===== src/rtl/tcd_pkg.sv =====
package tcd_pkg;
  // Strobes from the control to the datapath, valid for one cycle.
  typedef struct packed {
    logic wrap;  // prescaler at its terminal count: return to zero
    logic flip;  // even ratio and prescaler wrapping: invert toggle stage
  } tcdStrobe_t;
endpackage


===== src/rtl/tcd_ctrl.sv =====
module tcd_ctrl
  import tcd_pkg::*;
#(
  parameter int MIN_RATIO = 2,
  parameter int MAX_RATIO = 16,
  parameter int RATIO_W   = $clog2(MAX_RATIO + 1),
  parameter int CNT_W     = $clog2(MAX_RATIO),
  parameter int SEL_W     = $clog2(CNT_W)
) (
  input  logic               clk,
  input  logic               rstN,
  input  logic [RATIO_W-1:0] divRatio,
  input  logic [SEL_W-1:0]   oddBitSel,
  input  logic [CNT_W-1:0]   countIn,
  input  logic               toggleIn,
  output tcdStrobe_t         strobe,
  output logic               isEven,
  output logic [SEL_W-1:0]   activeSel
);

  localparam logic [RATIO_W-1:0] LO_LIM = RATIO_W'(MIN_RATIO);
  localparam logic [RATIO_W-1:0] HI_LIM = RATIO_W'(MAX_RATIO);

  logic [RATIO_W-1:0] activeRatio;
  logic [RATIO_W-1:0] modulus;
  logic [RATIO_W-1:0] termCnt;
  logic               atTerm;
  logic               periodEnd;

  function automatic logic [RATIO_W-1:0] clampRatio(input logic [RATIO_W-1:0] req);
    if (req < LO_LIM)      return LO_LIM;
    else if (req > HI_LIM) return HI_LIM;
    else                   return req;
  endfunction

  always_comb begin
    isEven    = ~activeRatio[0];
    modulus   = isEven ? (activeRatio >> 1) : activeRatio;
    termCnt   = modulus - RATIO_W'(1);
    atTerm    = (RATIO_W'(countIn) == termCnt);
    // A full output period ends at the prescaler wrap for odd ratios,
    // and at the wrap that returns the toggle stage low for even ratios.
    periodEnd = atTerm & (~isEven | toggleIn);
    strobe.wrap = atTerm;
    strobe.flip = atTerm & isEven;
  end

  always_ff @(posedge clk) begin
    if (!rstN) begin
      activeRatio <= clampRatio(divRatio);
      activeSel   <= oddBitSel;
    end else if (periodEnd) begin
      activeRatio <= clampRatio(divRatio);
      activeSel   <= oddBitSel;
    end
  end

  a_r8_ratio_range: assert property (@(posedge clk) disable iff (!rstN)
    (activeRatio >= LO_LIM) && (activeRatio <= HI_LIM));

  a_r7_hold_config: assert property (@(posedge clk) disable iff (!rstN)
    !periodEnd |=> ($stable(activeRatio) && $stable(activeSel)));

  a_r4_odd_toggle_idle: assert property (@(posedge clk) disable iff (!rstN)
    !isEven |-> !toggleIn);

  a_r2_count_bound: assert property (@(posedge clk) disable iff (!rstN)
    RATIO_W'(countIn) <= termCnt);

endmodule


===== src/rtl/tcd_datapath.sv =====
module tcd_datapath
  import tcd_pkg::*;
#(
  parameter int CNT_W = 4,
  parameter int SEL_W = $clog2(CNT_W)
) (
  input  logic             clk,
  input  logic             rstN,
  input  tcdStrobe_t       strobe,
  input  logic             isEven,
  input  logic [SEL_W-1:0] bitSel,
  output logic [CNT_W-1:0] count,
  output logic             toggle,
  output logic             divOut
);

  always_ff @(posedge clk) begin
    if (!rstN) begin
      count  <= '0;
      toggle <= 1'b0;
    end else begin
      count <= strobe.wrap ? '0 : count + CNT_W'(1);
      if (strobe.flip) toggle <= ~toggle;
    end
  end

  always_comb begin
    divOut = isEven ? toggle : count[bitSel];
  end

  a_r1_reset_clear: assert property (@(posedge clk)
    !rstN |=> ((count == '0) && !toggle));

  a_r2_count_step: assert property (@(posedge clk) disable iff (!rstN)
    (count != '0) |-> (count == $past(count) + CNT_W'(1)));

  a_r3_toggle_at_wrap: assert property (@(posedge clk) disable iff (!rstN)
    (toggle != $past(toggle)) |-> (count == '0));

endmodule


===== src/rtl/trunc_clk_div.sv =====
module trunc_clk_div
  import tcd_pkg::*;
#(
  parameter int MIN_RATIO = 2,
  parameter int MAX_RATIO = 16,
  parameter int RATIO_W   = $clog2(MAX_RATIO + 1),
  parameter int CNT_W     = $clog2(MAX_RATIO),
  parameter int SEL_W     = $clog2(CNT_W)
) (
  input  logic               clk,
  input  logic               rstN,
  input  logic [RATIO_W-1:0] divRatio,
  input  logic [SEL_W-1:0]   oddBitSel,
  output logic [CNT_W-1:0]   countOut,
  output logic               divOut
);

  tcdStrobe_t       strobe;
  logic             isEven;
  logic [SEL_W-1:0] activeSel;
  logic             toggle;

  tcd_ctrl #(
    .MIN_RATIO(MIN_RATIO), .MAX_RATIO(MAX_RATIO),
    .RATIO_W(RATIO_W), .CNT_W(CNT_W), .SEL_W(SEL_W)
  ) u_ctrl (
    .clk(clk), .rstN(rstN), .divRatio(divRatio), .oddBitSel(oddBitSel),
    .countIn(countOut), .toggleIn(toggle), .strobe(strobe),
    .isEven(isEven), .activeSel(activeSel)
  );

  tcd_datapath #(.CNT_W(CNT_W), .SEL_W(SEL_W)) u_dp (
    .clk(clk), .rstN(rstN), .strobe(strobe), .isEven(isEven),
    .bitSel(activeSel), .count(countOut), .toggle(toggle), .divOut(divOut)
  );

endmodule


===== config.mk =====
export PLATFORM = sky130hd
export DESIGN_NAME = trunc_clk_div
export DESIGN_NICKNAME = d
export VERILOG_FILES = /design/src/rtl/tcd_pkg.sv /design/src/rtl/tcd_ctrl.sv /design/src/rtl/tcd_datapath.sv /design/src/rtl/trunc_clk_div.sv
export SDC_FILE = /design/constraint.sdc
export NUM_CORES = 1
export LEC_CHECK = 0
export CORE_UTILIZATION = 45
export CTS_BUF_LIST = sky130_fd_sc_hd__clkbuf_2 sky130_fd_sc_hd__clkbuf_4 sky130_fd_sc_hd__clkbuf_8
export CTS_CLUSTER_SIZE = 16
export DETAILED_ROUTE_END_ITERATION = 6
export PLACE_DENSITY = 0.71
export SYNTH_ARGS = -nofsm -noshare
export SYNTH_HDL_FRONTEND = slang
export SYNTH_SLANG_ARGS = --single-unit

===== constraint.sdc =====
create_clock -name clk -period 3.4 [get_ports clk]
set_clock_uncertainty 0.05 [all_clocks]
set_input_delay 0.68 -clock clk [delete_from_list [all_inputs] [get_ports clk]]
set_output_delay 0.68 -clock clk [all_outputs]
set_load 0.01 [all_outputs]

==> results.py <==
metrics = {
    "setup_path": {
        "crit_buf_inv": 0,
        "cp-end-kind": "flip-flop",
        "timing.rr.end": "u_ctrl.activeRatio[4]",
        "path_class": "reg -> reg",
        "reg2reg_depth": 7,
        "rrSetupSlack_ns": 0.61,
        "cp_top_family": "compound AO/OA/AOI/OAI gates",
        "r2r_start": "u_ctrl.activeRatio[0]",
        "worstPathCellList": "mux2i_1 > ha_1 > and3_1 > o21ai_0 > a211oi_4 > o211ai_2 > o21ai_1",
        "slowest_stage": "edfxtp_1",
        "critPathLaunchType": "flip-flop",
        "crit_required_ns": 3.25,
        "cp.arrival_ns": 2.65,
        "slowest_delay_ns": 0.58,
        "path_max_fanout": 10,
    },
    "synth": {
        "syn_inst": 64,
        "syn-num-nets": 75,
        "synth.top_cell.area_share_pct": 29.79,
        "synthArstFlopShare_pct": 0,
        "ys_types": 30,
        "synth_flop_cell": "edfxtp_1",
        "syn_area_um2": 705.7,
        "synthTopCellsByArea": "edfxtp_1 30%, dfxtp_1 14%, xnor2_1 6.2%",
        "ys_ff_latch": 12,
        "avgSynthCellArea_um2": 11.03,
        "ys_warn_count": 0,
        "synth_enable_flop_cells": 7,
        "yosysSeqAreaShare_pct": 43.97,
        "synth_top_area_cell": "edfxtp_1",
    },
    "timing": {
        "slew_headroom_pct": 59.29,
        "finalSetupViolCount": 0,
        "setup_slack_ns": 0.6050,
        "fin_setup_tns_ns": 0,
        "min_period_over_period_pct": 82.20,
        "min_period_ns": 2.795,
        "fmax_mhz": 357.8,
        "slew_viol_final": 0,
        "tightest_slew_ns": 0.6066,
        "rsz0062_at_grt": "false",
        "hold_viol": 0,
    },
    "global_route": {
        "grt_max_degree": 11,
        "antenna_found_initial": 0,
        "grt_use_total_pct": 16.36,
        "grt_pass1_vias": 487,
        "gr-total-overflow": 0,
        "grt_first_pass_wirelength_um": 2201,
    },
    "clock_tree": {
        "holdBufCountCts": 0,
        "clock-sinks": 12,
        "clk_latency_ns": 0.26,
        "cts-root-buf": "clkbuf_4",
        "path_clk_slew_ns": 0.07,
        "cts_resized": 0,
        "htree_num_levels": 1,
        "numCtsBuffers": 3,
        "post_cts_buffers": 0,
        "clk_path_buf_depth": 2,
        "cts_tree": "done",
    },
    "routing": {
        "firstDrtPassIters": 3,
        "drt_first_iter_violations": 5,
        "antenna_left": 0,
        "vias": 518,
        "avgRoutedWirePerCell_um": 13.26,
        "routed_wl_um": 1233,
        "avgViaCountPerCell": 5.570,
        "drc": 0,
    },
    "die": {
        "dieHeight_um": 41.60,
        "start_util_pct": 51.04,
        "core_um2": 1383,
        "die_width_um": 41.60,
        "dieArea_um2": 1731,
        "io_pins": 14,
        "rows": 13,
    },
    "worst_hold_path": {
        "min_delay_path_depth": 2,
        "min_to": "u_dp.toggle",
        "hold_start": "u_dp.toggle",
        "hold_path.class": "reg -> reg",
    },
    "layout": {
        "antennaDiodeCount": 0,
        "layout-drive-gt1-share_pct": 14.10,
        "layout_common_cells": "13 x clkdlybuf4s50_1, 7 x nor2_1, 7 x edfxtp_1",
        "n_fill_cell": 114,
        "nets": 90,
        "fin_area_um2": 870.8,
        "area_growth_pct": 23.40,
        "final_util_pct": 62.99,
        "final_common_cell": "clkdlybuf4s50_1",
    },
    "placement": {
        "place_worst_setup_slack_ns": 0.6473,
        "gp_congestion": 0.7857,
        "placed_area_um2": 834.6,
        "place_hpwl_um": 927.9,
        "io_buffer_count": 13,
    },
    "run_status": {
        "status": "finished clean",
    },
    "flow_run": {
        "cap_viol_max_count": 0,
    },
    "pwr": {
        "power.density_nw_per_um2": 450.6,
        "p_leak_nw": 0.3293,
        "total_power_mw": 0.3924,
        "ir_worst_vdd_mv": 0.3179,
    },
}
report_power, final:
group / total (mW) / leakage, nW / switching, mW / internal (mW)
clock: 0.107 / 0.0210 / 0.0424 / 0.0650
sequential: 0.189 / 0.111 / 0.0204 / 0.169
combinational: 0.0960 / 0.197 / 0.0421 / 0.0539
how the worst max path moves through the flow:
stage                                startpoint               endpoint  slack, ns  cells past startpoint
after CTS                 u_ctrl.activeRatio[0]  u_ctrl.activeRatio[4]       0.62                      7
after global routing      u_ctrl.activeRatio[0]  u_ctrl.activeRatio[3]       0.40                      7
after global placement    u_ctrl.activeRatio[0]  u_ctrl.activeRatio[1]       0.75                      7
after floorplan           u_ctrl.activeRatio[0]  u_ctrl.activeRatio[0]       1.02                      8
after detailed placement  u_ctrl.activeRatio[0]  u_ctrl.activeRatio[0]       0.65                      7
final                     u_ctrl.activeRatio[0]  u_ctrl.activeRatio[4]       0.61                      7
sequential cells by signal, summed over array words and instances (netlist names):
name / count
u_dp.toggle: 1
u_ctrl.activeSel: 2
u_ctrl.activeRatio: 5
u_dp.count: 4
cells in the mapped netlist (2+ instances only):
cell type  count
ha_1           2
mux2i_1        3
nand2b_1       2
nand3_1        2
edfxtp_1       7
and3_1         4
xor2_1         2
nand2_1        2
nor3_1         3
o21ai_0        2
dfxtp_1        5
xnor2_1        5
nor2b_1        2
nor2_1         7
cells by family after synthesis:
family | synth area share [%]
buf+inv | 2.836
simple gates | 19.33
xor+xnor | 8.688
compound gates | 12.59
flops | 43.97
fa+ha+maj | 3.546
mux | 9.042
per-stage QoR:
stage,cells,hold slack [ns]
final,93,0.4515
after global routing,93,0.4696
after CTS,93,0.4535
after detailed placement,89,0.4429
after global placement,89,0.4364
after floorplan,64,0.4069
per-layer routing:
| metal | global-route usage [%] | vias up | routed length, um |
|---|---|---|---|
| met2 | 24.69 | 10 | 561 |
| met5 | 0 | - | 0 |
| li1 | - | 262 | - |
| met3 | 1.304 | 2 | 27 |
| met1 | 23.68 | 244 | 637 |
| met4 | 7.742 | 0 | 6 |
final cells by class:
class / count / area, um^2 / share of cell area (%)
Clock buffer: 4 / 36.28 / 4.167
Multi-Input combinational cell: 49 / 375.4 / 43.10
Sequential cell: 12 / 310.3 / 35.63
Tap cell: 15 / 18.77 / 2.155
Timing Repair Buffer: 13 / 130.1 / 14.94
worst reg2reg max path: stages (launching register included):
cell and delay, ns:
edfxtp_1 0.58, mux2i_1 0.26, ha_1 0.25, and3_1 0.17
o21ai_0 0.14, a211oi_4 0.30, o211ai_2 0.17, o21ai_1 0.52
Power figures use the tool's default switching activity.
